### config.mk
export PLATFORM = sky130hd
export DESIGN_NAME = spi_regbank_slave
export DESIGN_NICKNAME = d
export VERILOG_FILES = /design/src/rtl/spi_regbank_pkg.sv /design/src/rtl/spi_pin_sync.sv /design/src/rtl/spi_xfer_fsm.sv /design/src/rtl/spi_regbank_slave.sv
export SDC_FILE = /design/constraint.sdc
export NUM_CORES = 1
export LEC_CHECK = 0
export BUFFER_PORTS_ARGS = -buffer_cell sky130_fd_sc_hd__buf_2
export CAP_MARGIN = 40
export CORE_UTILIZATION = 45
export CTS_CLUSTER_SIZE = 24
export DETAILED_ROUTE_END_ITERATION = 16
export GPL_ROUTABILITY_DRIVEN = 0
export HOLD_SLACK_MARGIN = 0.05
export PLACE_DENSITY = 0.62
export SYNTH_ARGS = -nofsm -noshare
export SYNTH_HDL_FRONTEND = slang
export SYNTH_SLANG_ARGS = --single-unit
### constraint.sdc
create_clock -name clk -period 3.65 [get_ports clk]
set_input_delay 0.365 -clock clk [delete_from_list [all_inputs] [get_ports clk]]
set_output_delay 0.365 -clock clk [all_outputs]
set_load 0.01 [all_outputs]
### src/rtl/spi_regbank_pkg.sv
package spi_regbank_pkg;

    typedef enum logic [1:0] {
        ST_IDLE = 2'd0,
        ST_ADDR = 2'd1,
        ST_WR   = 2'd2,
        ST_RD   = 2'd3
    } xfer_state_e;

    // Offset step: bit 7 (direction) is kept, bits 6..0 wrap.
    function automatic logic [7:0] step_addr(input logic [7:0] a);
        return {a[7], a[6:0] + 7'd1};
    endfunction

endpackage

### src/rtl/spi_pin_sync.sv
module spi_pin_sync #(
    parameter int SYNC_STAGES = 2
) (
    input  logic clk,
    input  logic rst_n,
    input  logic spi_sclk,
    input  logic spi_csn,
    input  logic spi_mosi,
    output logic cs_start,
    output logic cs_end,
    output logic sample_ev,
    output logic shift_ev,
    output logic mosi_bit
);

    logic [SYNC_STAGES-1:0] sclk_ff;
    logic [SYNC_STAGES-1:0] csn_ff;
    logic [SYNC_STAGES-1:0] mosi_ff;
    logic sclk_s, csn_s;
    logic sclk_q, csn_q;
    logic cpol_q;
    logic active, rise, fall;

    always_ff @(posedge clk or negedge rst_n) begin
        if (!rst_n) begin
            sclk_ff <= '0;
            csn_ff  <= '1;
            mosi_ff <= '0;
            sclk_q  <= 1'b0;
            csn_q   <= 1'b1;
            cpol_q  <= 1'b0;
        end else begin
            sclk_ff <= {sclk_ff[SYNC_STAGES-2:0], spi_sclk};
            csn_ff  <= {csn_ff[SYNC_STAGES-2:0], spi_csn};
            mosi_ff <= {mosi_ff[SYNC_STAGES-2:0], spi_mosi};
            sclk_q  <= sclk_s;
            csn_q   <= csn_s;
            if (cs_start) begin
                cpol_q <= sclk_s;
            end
        end
    end

    always_comb begin
        sclk_s    = sclk_ff[SYNC_STAGES-1];
        csn_s     = csn_ff[SYNC_STAGES-1];
        mosi_bit  = mosi_ff[SYNC_STAGES-1];
        cs_start  = csn_q & ~csn_s;
        cs_end    = csn_s & ~csn_q;
        active    = ~csn_s & ~csn_q;
        rise      = sclk_s & ~sclk_q;
        fall      = ~sclk_s & sclk_q;
        sample_ev = active & (cpol_q ? rise : fall);
        shift_ev  = active & (cpol_q ? fall : rise);
    end

    p_one_edge_r2: assert property (@(posedge clk) disable iff (!rst_n)
        !(sample_ev && shift_ev));

    p_quiet_idle_r10: assert property (@(posedge clk) disable iff (!rst_n)
        csn_s |-> !(sample_ev || shift_ev));

endmodule

### src/rtl/spi_xfer_fsm.sv
module spi_xfer_fsm
    import spi_regbank_pkg::*;
#(
    parameter int NUM_REGS = 8,
    parameter logic [NUM_REGS-1:0] RO_MASK  = 8'h86,
    parameter logic [NUM_REGS-1:0] RES_MASK = 8'h06,
    localparam int ADDR_W = $clog2(NUM_REGS)
) (
    input  logic              clk,
    input  logic              rst_n,
    input  logic              cs_start,
    input  logic              cs_end,
    input  logic              sample_ev,
    input  logic              shift_ev,
    input  logic              mosi_bit,
    input  logic [7:0]        rf_rd_data,
    output logic [ADDR_W-1:0] rf_addr,
    output logic              rf_wr_en,
    output logic [7:0]        rf_wr_data,
    output logic              rf_rd_en,
    output logic              rf_result_rd,
    output logic              miso_bit,
    output logic              tx_valid
);

    xfer_state_e state_q, state_d;
    logic [2:0]  bit_cnt_q;
    logic [6:0]  rx_q;
    logic [7:0]  addr_q;
    logic [7:0]  tx_q;
    logic        tx_valid_q;
    logic [7:0]  rx_byte;
    logic        byte_done;
    logic        addr_ok;
    logic        load_ev;
    logic [ADDR_W-1:0] idx;

    always_comb begin
        rx_byte   = {rx_q, mosi_bit};
        byte_done = sample_ev && (bit_cnt_q == 3'd7);
        idx       = addr_q[ADDR_W-1:0];
        addr_ok   = (addr_q[6:0] < 7'(NUM_REGS));
        load_ev   = shift_ev && (state_q == ST_RD) && (bit_cnt_q == 3'd0);
    end

    // State register
    always_ff @(posedge clk or negedge rst_n) begin
        if (!rst_n) begin
            state_q <= ST_IDLE;
        end else begin
            state_q <= state_d;
        end
    end

    // Next state
    always_comb begin
        state_d = state_q;
        unique case (state_q)
            ST_IDLE: if (cs_start) state_d = ST_ADDR;
            ST_ADDR: begin
                if (cs_end) begin
                    state_d = ST_IDLE;
                end else if (byte_done) begin
                    state_d = rx_byte[7] ? ST_WR : ST_RD;
                end
            end
            ST_WR:   if (cs_end) state_d = ST_IDLE;
            ST_RD:   if (cs_end) state_d = ST_IDLE;
            default: state_d = ST_IDLE;
        endcase
    end

    // Datapath
    always_ff @(posedge clk or negedge rst_n) begin
        if (!rst_n) begin
            bit_cnt_q  <= '0;
            rx_q       <= '0;
            addr_q     <= '0;
            tx_q       <= 8'hFF;
            tx_valid_q <= 1'b0;
        end else begin
            if (cs_start || cs_end) begin
                bit_cnt_q <= '0;
            end else if (sample_ev) begin
                bit_cnt_q <= bit_cnt_q + 3'd1;
            end
            if (sample_ev) begin
                rx_q <= rx_byte[6:0];
            end
            if (byte_done) begin
                if (state_q == ST_ADDR) begin
                    addr_q <= rx_byte;
                end else if (state_q == ST_WR || state_q == ST_RD) begin
                    addr_q <= step_addr(addr_q);
                end
            end
            if (load_ev) begin
                tx_q <= addr_ok ? rf_rd_data : 8'hFF;
            end else if (shift_ev && state_q == ST_RD) begin
                tx_q <= {tx_q[6:0], 1'b1};
            end
            if (cs_start || cs_end) begin
                tx_valid_q <= 1'b0;
            end else if (load_ev) begin
                tx_valid_q <= 1'b1;
            end
        end
    end

    // Outputs
    always_comb begin
        rf_addr      = idx;
        rf_wr_data   = rx_byte;
        rf_wr_en     = (state_q == ST_WR) && byte_done && addr_ok && !RO_MASK[idx];
        rf_rd_en     = load_ev && addr_ok;
        rf_result_rd = load_ev && addr_ok && RES_MASK[idx];
        miso_bit     = tx_q[7];
        tx_valid     = tx_valid_q;
    end

    p_strobe_excl_r9: assert property (@(posedge clk) disable iff (!rst_n)
        !(rf_wr_en && rf_rd_en));

    p_oe_read_only_r6: assert property (@(posedge clk) disable iff (!rst_n)
        tx_valid_q |-> (state_q == ST_RD));

    p_wrap_keeps_dir_r3: assert property (@(posedge clk) disable iff (!rst_n)
        (byte_done && (state_q == ST_WR || state_q == ST_RD))
        |=> (addr_q[7] == $past(addr_q[7])));

    p_result_in_read_r7: assert property (@(posedge clk) disable iff (!rst_n)
        rf_result_rd |-> rf_rd_en);

    p_write_in_range_r4: assert property (@(posedge clk) disable iff (!rst_n)
        rf_wr_en |-> (addr_q[6:0] < 7'(NUM_REGS)));

    p_write_after_cmd_r1: assert property (@(posedge clk) disable iff (!rst_n)
        rf_wr_en |-> (state_q == ST_WR && addr_q[7]));

endmodule

### src/rtl/spi_regbank_slave.sv
module spi_regbank_slave #(
    parameter int NUM_REGS    = 8,
    parameter int SYNC_STAGES = 2,
    parameter logic [NUM_REGS-1:0] RO_MASK  = 8'h86,
    parameter logic [NUM_REGS-1:0] RES_MASK = 8'h06
) (
    input  logic                        clk,
    input  logic                        rst_n,
    input  logic                        spi_sclk,
    input  logic                        spi_csn,
    input  logic                        spi_mosi,
    output logic                        spi_miso,
    output logic                        spi_miso_oe,
    output logic [$clog2(NUM_REGS)-1:0] rf_addr,
    output logic                        rf_wr_en,
    output logic [7:0]                  rf_wr_data,
    output logic                        rf_rd_en,
    input  logic [7:0]                  rf_rd_data,
    output logic                        rf_result_rd
);

    logic cs_start, cs_end, sample_ev, shift_ev, mosi_bit, tx_valid;

    spi_pin_sync #(
        .SYNC_STAGES(SYNC_STAGES)
    ) u_sync (
        .clk       (clk),
        .rst_n     (rst_n),
        .spi_sclk  (spi_sclk),
        .spi_csn   (spi_csn),
        .spi_mosi  (spi_mosi),
        .cs_start  (cs_start),
        .cs_end    (cs_end),
        .sample_ev (sample_ev),
        .shift_ev  (shift_ev),
        .mosi_bit  (mosi_bit)
    );

    spi_xfer_fsm #(
        .NUM_REGS (NUM_REGS),
        .RO_MASK  (RO_MASK),
        .RES_MASK (RES_MASK)
    ) u_fsm (
        .clk          (clk),
        .rst_n        (rst_n),
        .cs_start     (cs_start),
        .cs_end       (cs_end),
        .sample_ev    (sample_ev),
        .shift_ev     (shift_ev),
        .mosi_bit     (mosi_bit),
        .rf_rd_data   (rf_rd_data),
        .rf_addr      (rf_addr),
        .rf_wr_en     (rf_wr_en),
        .rf_wr_data   (rf_wr_data),
        .rf_rd_en     (rf_rd_en),
        .rf_result_rd (rf_result_rd),
        .miso_bit     (spi_miso),
        .tx_valid     (tx_valid)
    );

    // Raw chip select gates the enable so the pin releases at once.
    assign spi_miso_oe = tx_valid & ~spi_csn;

    p_oe_off_cs_high_r6: assert property (@(posedge clk) disable iff (!rst_n)
        spi_csn |-> !spi_miso_oe);

endmodule

# --- Yosys cells after proc, flatten, opt, wreduce, memory -nomap -nowiden ---
# Memories as Yosys holds them, arrays and structs flattened.
# Cells that the tools add are included.
totals:
  reg_bits: 37
  rom_bits: 16
  out_inout_bits: 16
  input_bits: 13
  word_cells: 77
  n_memories: 2
classes:
  n_bitwise: 13
  n_addsub: 2
  mux: 19
  magnitude_cmp: 2
  n_reduce_logical: 20
  n_eq_ne: 7
memory_table:
  columns: ["memory", "depth", "width", "read_ports", "rd_ports_with_merged_regs", "wr", "line_no", "rtl"]
  rows:
  - ["(no name shown)", 8, 1, 1, 0, 0, "spi_xfer_fsm.sv:114", "rf_wr_en = (state_q == ST_WR) && byte_done && addr_ok && !RO_MASK[idx];"]
  - ["(no name shown)", 8, 1, 1, 0, 0, "spi_xfer_fsm.sv:116", "rf_result_rd = load_ev && addr_ok && RES_MASK[idx];"]
ops:
  columns: ["cell", "count"]
  rows:
  - ["two-way mux 8 bit", 3]
  - ["two-way mux 7 bit", 2]
  - ["bitwise AND 1 bit", 8]
  - ["logical AND 1 bit", 8]
  - ["two-way mux 2 bit", 4]
  - ["nonzero test 2 bit", 4]
  - ["adder 7 x 1 -> 7 bit (second input constant)", 1]
  - ["less-than comparator 7 x 4 -> 1 bit (second input constant)", 1]
  - ["two-way mux 1 bit", 7]
  - ["two-way mux 3 bit", 2]
  - ["case mux 2 bit (3 select lines)", 1]
  - ["NOT 1 bit", 5]
  - ["equality test 2 bit (second input constant)", 2]
  - ["less-than comparator 3 x 4 -> 1 bit (second input constant)", 1]
  - ["!= test 2 x 1 -> 1 bit (second input constant)", 2]
  - ["adder 3 x 1 -> 3 bit (second input constant)", 1]
  - ["equality test 3 bit (second input constant)", 1]
  - ["zero test 3 bit", 1]
  - ["!= test 3 x 1 -> 1 bit (second input constant)", 1]
  - ["AND reduction 3 bit", 1]
  - ["equality test 2 x 1 -> 1 bit (second input constant)", 1]
  - ["zero test 2 bit", 1]
  - ["logical OR 1 bit", 2]
  - ["AND reduction 2 bit", 1]
  - ["other kinds (2)", 2]

# --- Logic depth before layout (Yosys ltp) ---
# Gate-level depths: netlist (run 1).
logic_depth:
  depth_word: 8
  mapped_depth: 7

# --- By module ---
# A second synthesis (run 1) with hierarchy kept.
unflattened:
  cells_unflattened: 166
  hier_area_um2: 1846.8
modules_own_cells:
  columns: ["mod", "area_each_um2", "n_inst", "seq_area_each_um2", "cells_per_inst"]
  rows:
  - ["spi_xfer_fsm", 1526.5, 1, 710.7, 147]
  - ["spi_pin_sync", 306.5, 1, 229.0, 18]
  - ["spi_regbank_slave", 13.8, 1, 0.0, 1]

# --- Least setup slack after synthesis (run 1) ---
# No wires, ideal clock.
synth_timing:
  path_type: "flip-flop to output port"
  startpoint: "reg u_fsm.addr_q[5]"
  endpoint: "out rf_result_rd"
  path_stages_with_launch: 5
  slack_ns: 1.695
  required_ns: 3.285
  t_arrival_ns: 1.590
  path_buffers: 1
  cell_sequence: "dfrtp_1 -> or4_1 -> buf_2 -> nor3_2 -> nor3b_2"
synth_between:
  elab_chain_len: 3
synth_rtl:
  columns: ["item", "line_no", "rtl"]
  rows:
  - ["from (decl)", "spi_xfer_fsm.sv:29", "logic [7:0] addr_q;"]
  - ["from (signal assigned)", "spi_xfer_fsm.sv:92", "addr_q <= rx_byte;"]
  - ["from (signal assigned)", "spi_xfer_fsm.sv:94", "addr_q <= step_addr(addr_q);"]
  - ["less-than comparator 7 x 4 -> 1 bit", "spi_xfer_fsm.sv:42", "addr_ok = (addr_q[6:0] < 7'(NUM_REGS));"]
  - ["logical AND 1 bit", null, null]
  - ["via rf_rd_en", "spi_regbank_slave.sv:17", "output logic rf_rd_en,"]
  - ["logical AND 1 bit", "spi_xfer_fsm.sv:116", null]
  - ["to (decl)", "spi_regbank_slave.sv:19", "output logic rf_result_rd"]
# The timed path passes the listed nets, and every way through them passes these cells.

# --- Final worst setup path (run 1) ---
layout_timing:
  startpoint: "reg u_sync.cpol_q"
  endpoint: "out rf_wr_en"
layout_between:
  elab_chain_len: 6
layout_rtl:
  columns: ["item", "line_no", "rtl"]
  rows:
  - ["from (decl)", "spi_pin_sync.sv:21", "logic cpol_q;"]
  - ["from (signal assigned)", "spi_pin_sync.sv:39", "cpol_q <= sclk_s;"]
  - ["two-way mux 1 bit", "spi_pin_sync.sv:53", "sample_ev = active & (cpol_q ? rise : fall);"]
  - ["bitwise AND 1 bit", "spi_pin_sync.sv:53", null]
  - ["logical AND 1 bit", "spi_xfer_fsm.sv:40", "byte_done = sample_ev && (bit_cnt_q == 3'd7);"]
  - ["logical AND 1 bit (3 in a row)", "spi_xfer_fsm.sv:114", null]
  - ["to (decl)", "spi_regbank_slave.sv:15", "output logic rf_wr_en,"]
# No other way between the ends.

==> reports/results.ini, run 1 <==
[run_status]
run_status=completed

[drt]
drtPass1Iterations=4
via_count=1301
via_per_inst=5.35
post_drt_wl_per_cell_um=14.3
dr.first_iter.drc_count=91
finalWirelength_um=3470
drcViolationCount=0
ant_nets=0

[sta]
tightest_slew_ps=828
hold_violations=0
setup_ws_ps=1190
fin_worst_skew_ps=5.13
slew_headroom_pct=44.8
setup_viol=0
finalSetupTns_ps=0
period_minus_slack_ps=2460
slew_violations=0
rsz0062_at_grt=no
fin_crit_sh_pct=67.3
max_freq_mhz=407

[placed_design]
pre_cts_ws_ps=1500
dp_hpwl_um=2470
portBuffers=28

[critical_path]
crit_path_start=u_sync.cpol_q$_DFFE_PN0P_
critical_path.endpoint=rf_wr_en
r2r-end=u_fsm.state_q[0]$_DFFE_PN0P_
crit_type=flop to primary output
cp_max_fo=13
worst_r2r_path_depth=4
cp.required_ps=3280
rrSetupSlack_ps=1680
arrival_ps=2090
start_kind=flop
critical_path.endpoint_type=primary output
regToRegStartpoint=u_sync.cpol_q$_DFFE_PN0P_

[yosys]
syn_inst=169
yosysMostFrequentCell=dfrtp_1
synth_cell_types=42
async_flop_share_pct=100
synth_edf_count=0
synth_common_cells=dfrtp_1, nand2_1, dfstp_2, o21ai_0
synth.top_cell.area_share_pct=35.5
avgSynthCellArea_um2=10.8
synth.area.top_cells=dfrtp_1, dfstp_2, mux2_2
ys.flop_type=dfrtp_1
synth_top_area_cell=dfrtp_1
synth_warnings=0
syn_nets=189
synth.cell_area_um2=1830
synth_seq_cells=37
yosysSeqAreaShare_pct=51.3

[grt]
first_global_vias=1249
grt_pass1_wl_um=5980
grtUsageTotal_pct=18.9
grt_max_degree=38
antenna_found_initial=0
gr-total-overflow=0

[cts]
cts_buffers=5
hold_buffers=0
clk_pin_slew_worst_paths_ps=80
cts_resized=0
cts_tree=yes
cts_setup_buffers=0
cts.path.max_buffers=2
cts_root_buf=clkbuf_8
insertion_delay_ps=290
clkSinkCount=37
htree_levels=2

[pwr]
netSwitchingFraction_pct=28.6
p_sw_mw=0.257
peakVddDrop_v=0.000249
power_frac_comb_pct=14.9
p_seq_share_pct=54.0
leakagePower_nw=0.972
intPower_mw=0.640
power_density_nw_per_um2=435
clkPwrFrac_pct=31.1

[finish]
nNetsFinal=214
multi_input_area_um2=797
regArea_um2=940
n_antenna_cell=0
drive_gt1_share_pct=34.9
synthToLayoutAreaGrowth_pct=12.4
fill_cells=351

[floorplan]
core-area_um2=3770
die_h_um=65.8
die_width_um=65.8
dieArea_um2=4330
initial_core_util_pct=48.6
io_pins=29
core.rowCount=22

[hold_path]
min_path_type=primary input to asynchronous set/reset pin

[job]
drv_cap=0

==> state kept, by name (all words and copies together), names as in the netlist <==
register and cells:
u_fsm.state_q 2, u_sync.sclk_ff 2, u_fsm.rx_q 7, u_fsm.tx_q 8, u_fsm.addr_q 7, u_fsm.tx_valid 1
u_sync.mosi_ff 2, u_sync.sclk_q 1, u_sync.csn_q 1, u_fsm.bit_cnt_q 3, u_sync.cpol_q 1, u_sync.csn_ff 2
==> final cells by class <==
class / count / share of cell area [%]
Tap cell: 48 / 2.91
Clock buffer: 5 / 3.34
Timing Repair Buffer: 29 / 7.16
Sequential cell: 37 / 45.6
Multi-Input combinational cell: 113 / 38.7
Clock inverter: 3 / 0.850
Inverter: 8 / 1.46
==> layout by cell type, fill, tap and decap left out, types with 2 or more instances in the layout <==
cell type | synthesis | layout
o22ai_1 | 4 | 4
a21oi_2 | 4 | 4
nand2b_1 | 3 | 3
and3_1 | 2 | 2
a21oi_1 | 2 | 2
o21ai_1 | 8 | 8
a2bb2oi_1 | 4 | 4
o21ai_0 | 10 | 10
dfrtp_1 | 26 | 26
clkbuf_8 | 0 | 5
mux2i_1 | 3 | 3
mux2_2 | 8 | 8
dfstp_2 | 11 | 11
inv_1 | 8 | 8
nor2b_1 | 3 | 3
nand3_1 | 6 | 6
nand2_1 | 14 | 14
clkinv_2 | 0 | 2
nor2_1 | 8 | 8
ha_1 | 7 | 7
buf_2 | 2 | 28
or3_1 | 7 | 7
==> metal layers <==
metal / GRT usage (%) / vias up / routed length, µm
li1: - / 645 / -
met1: 24.6 / 622 / 1650
met2: 29.2 / 28 / 1610
met3: 6.21 / 6 / 152
met4: 6.52 / 0 / 58
met5: 0 / - / 0
==> stage by stage <==
step                      utilization [%]  power (mW)  instance area, µm²  std cells  hold slack [ps]
after global routing                 54.6       0.949                2060        243              154
after floorplan                         -       0.567                1830        169             69.4
final                                54.6       0.897                2060        243              171
after global placement               52.4       0.623                1970        235              334
after CTS                            54.6       0.908                2060        243              165
after detailed placement             52.4       0.627                1970        235              339
==> worst max-delay path: stages, from the launching register on <==
cell and delay (ps):
dfrtp_1 410, or3b_4 430, a21boi_2 570, and3_1 260, buf_2 120
==> power by group through the flow <==
stage / registers, mW / logic (mW) / clock network, mW
finish: 0.485 / 0.134 / 0.279
global route: 0.491 / 0.150 / 0.308
CTS: 0.485 / 0.135 / 0.288
detailed placement: 0.492 / 0.135 / 0
global placement: 0.491 / 0.133 / 0
floorplan: 0.492 / 0.0752 / 0
==> kinds of logic (layout without fill, tap and decap cells) <==
| kind of cell | count (synthesis) | count (layout) | share of synthesized area [%] |
|---|---|---|---|
| and+or+nand+nor | 53 | 53 | 16.1 |
| buffers and inverters | 19 | 45 | 5.26 |
| muxes | 11 | 11 | 6.55 |
| AOI/OAI and AO/OA | 41 | 41 | 15.6 |
| xor gates and xnor gates | 1 | 1 | 0.478 |
| DFF | 37 | 37 | 51.3 |
| adders and majority gates | 7 | 7 | 4.78 |
==> worst min path at each step <==
stage,start,end,slack (ps)
4_1_cts,spi_mosi,u_sync.mosi_ff[0]$_DFF_PN0_,160
3_5_place_dp,u_sync.mosi_ff[0]$_DFF_PN0_,u_sync.mosi_ff[1]$_DFF_PN0_,340
2_1_floorplan,rst_n,u_fsm.addr_q[0]$_DFFE_PN0P_,70
5_1_grt,spi_mosi,u_sync.mosi_ff[0]$_DFF_PN0_,150
3_3_place_gp,u_sync.mosi_ff[0]$_DFF_PN0_,u_sync.mosi_ff[1]$_DFF_PN0_,330
6_report,rst_n,u_fsm.rx_q[2]$_DFFE_PN0P_,170
No activity file was read; power rests on OpenSTA's default activity.
==> inputs of run 2 (changes only) <==
PLACE_DENSITY = 0.64   (was 0.62)
clock period = 2.1 ns   (was 3.65 ns; I/O delays follow)
==> reports/results.ini, run 2 (synthesis gave the netlist of run 1 again) <==
[critical_path]
critical_path.endpoint_type=primary output
rrSetupSlack_ps=200  ; -1480 ps
arrival_ps=1870  ; -220 ps
crit_type=flop to primary output
cp_max_fo=6  ; -7
worst_r2r_path_depth=6  ; +2
regToRegStartpoint=u_fsm.addr_q[3]$_DFFE_PN0P_
cp.required_ps=1890  ; -1390 ps
r2r-end=u_fsm.tx_q[3]$_DFFE_PN1P_
start_kind=flop

[pwr]
netSwitchingFraction_pct=27.1  ; -1.5 points
p_sw_mw=0.419  ; +63%
peakVddDrop_v=0.000509  ; +100%
p_seq_share_pct=54.3  ; +0.3 points
power_frac_comb_pct=15.7  ; +0.8 points
intPower_mw=1.13  ; +76%
clkPwrFrac_pct=29.9  ; -1.2 points
leakagePower_nw=1.00  ; +3.4%
power_density_nw_per_um2=719  ; +65%

[placed_design]
dp_cells=237  ; +0.85%
portBuffers=28  ; unchanged
dpl_cell_area_um2=1990  ; +0.76%
dp_hpwl_um=2550  ; +3.5%
pre_cts_ws_ps=141  ; -1360 ps

[finish]
layout_commonest_cell=buf_2
n_antenna_cell=0  ; unchanged
design_area_um2=2150  ; +4.4%
synthToLayoutAreaGrowth_pct=17.3
instances_no_fill=251  ; +3.3%
largest_reg_flops=8  ; unchanged
drive_gt1_share_pct=35.5  ; +0.60 points
top_register=u_fsm.tx_q
reg_top3=u_fsm.tx_q: 8 flops, u_fsm.addr_q: 7 flops, u_fsm.rx_q: 7 flops
nNetsFinal=222  ; +3.7%
fill_cells=336  ; -4.3%
mostFrequentLayoutCells=buf_2, dfrtp_1, nand2_1

[sta]
fin_worst_skew_ps=4.04  ; -1.09 ps
rsz0062_at_grt=yes
max_freq_mhz=481
slew_headroom_pct=45.8  ; +1.0 points
period_minus_slack_ps=2080
hold_violations=0  ; unchanged
fin_crit_sh_pct=99.0
setup_viol=0  ; unchanged
setup_ws_ps=20.8  ; -1170 ps
tightest_slew_ps=813  ; -15.4 ps
slew_violations=0  ; unchanged

[grt]
first_global_vias=1410  ; +13%
grt_max_degree=38  ; unchanged
grtUsageTotal_pct=19.6  ; +0.75 points
grt_pass1_wl_um=6310  ; +5.4%
antenna_found_initial=0  ; unchanged
gr-total-overflow=0  ; unchanged

[cts]
cts_buffers=5  ; unchanged
insertion_delay_ps=290  ; about the same
cts_tree=yes
clk_pin_slew_worst_paths_ps=70  ; about the same
cts_root_buf=clkbuf_8
htree_levels=2  ; unchanged
clkSinkCount=37  ; unchanged
cts.path.max_buffers=2  ; unchanged

[floorplan]
core.rowCount=22  ; unchanged
die_h_um=65.8  ; unchanged
core-area_um2=3770  ; unchanged
initial_core_util_pct=48.6  ; unchanged
io_pins=29  ; unchanged
dieArea_um2=4330  ; unchanged
die_width_um=65.8  ; unchanged

[drt]
drtPass1Iterations=4  ; unchanged
via_per_inst=5.34  ; -0.21%
post_drt_wl_per_cell_um=14.4  ; +0.80%
dr.first_iter.drc_count=48  ; -47%
finalWirelength_um=3620  ; +4.1%
drcViolationCount=0  ; unchanged
via_count=1341  ; +3.1%
ant_nets=0  ; unchanged

[hold_path]
min_path_type=primary input to flop
hold_depth=3
hold_end=u_fsm.tx_q[0]$_DFFE_PN1P_
hold_start=rf_rd_data[0]

[job]
drv_cap=0  ; unchanged

[run_status]
run_status=completed

-- run 2: layout make-up --
| cell class | instances | area (µm²) | area share (%) |
|---|---|---|---|
| flip-flops and latches | 37 | 941 | 43.7 |
| inverters | 8 | 30.0 | 1.40 |
| repair buffers | 37 | 218 | 10.1 |
| well taps | 48 | 60.1 | 2.79 |
| multi-input cells | 113 | 822 | 38.2 |
| clock buffers | 8 | 80.1 | 3.72 |
-- run 2: per-layer routing --
metal | vias up | global-route usage (%) | part of all wire, %
li1 | 663 | - | -
met1 | 653 | 24.1 | 45
met2 | 19 | 32.5 | 50
met3 | 6 | 5.17 | 3.7
met4 | 0 | 7.88 | 1.6
met5 | - | 0 | 0
-- run 2: worst max-delay path by stage --
| stage | startpoint | endpoint | slack (ps) | cells after the start |
|---|---|---|---|---|
| after global routing | u_fsm.addr_q[3]$_DFFE_PN0P_ | rf_wr_en | -60 | 4 |
| after detailed placement | u_fsm.addr_q[3]$_DFFE_PN0P_ | rf_wr_en | 140 | 4 |
| after floorplan | u_fsm.addr_q[5]$_DFFE_PN0P_ | rf_result_rd | 300 | 4 |
| final | u_fsm.addr_q[0]$_DFFE_PN0P_ | rf_wr_en | 20 | 6 |
| after CTS | u_fsm.addr_q[3]$_DFFE_PN0P_ | rf_wr_en | -10 | 4 |
| after global placement | u_fsm.addr_q[5]$_DFFE_PN0P_ | rf_wr_en | 220 | 4 |
-- run 2: stage by stage --
stage	hold WS, ps	TNS, ps	power, mW	util (%)
6_report	124	0	1.55	57.0
5_1_grt	137	-58.9	1.63	57.0
4_1_cts	119	-10.8	1.57	56.4
3_5_place_dp	320	0	1.09	52.8
3_3_place_gp	319	0	1.08	52.8
2_1_floorplan	-85.6	0	0.985	-
-- run 2: repair_timing --
item,in CTS,in global routing
hold endpoints to repair,29,0
resized for setup,3,2
buffers inserted,0,2
hold buffers,4,0
pin swaps,0,2
setup endpoints to repair,2,2
-- run 2: critical path, cell delays in order (launching register included) --
cell     delay [ps]
dfrtp_1         430
ha_1            330
inv_1            70
o21ai_0         370
nor4b_4          70
and3_1          180
buf_2           130
-- run 2: power by group through the flow --
stage | Combinational [mW] | Sequential (mW) | Clock (mW)
2_1_floorplan | 0.131 | 0.855 | 0
3_3_place_gp | 0.231 | 0.849 | 0
3_5_place_dp | 0.240 | 0.852 | 0
4_1_cts | 0.247 | 0.839 | 0.484
5_1_grt | 0.269 | 0.852 | 0.508
6_report | 0.243 | 0.840 | 0.463
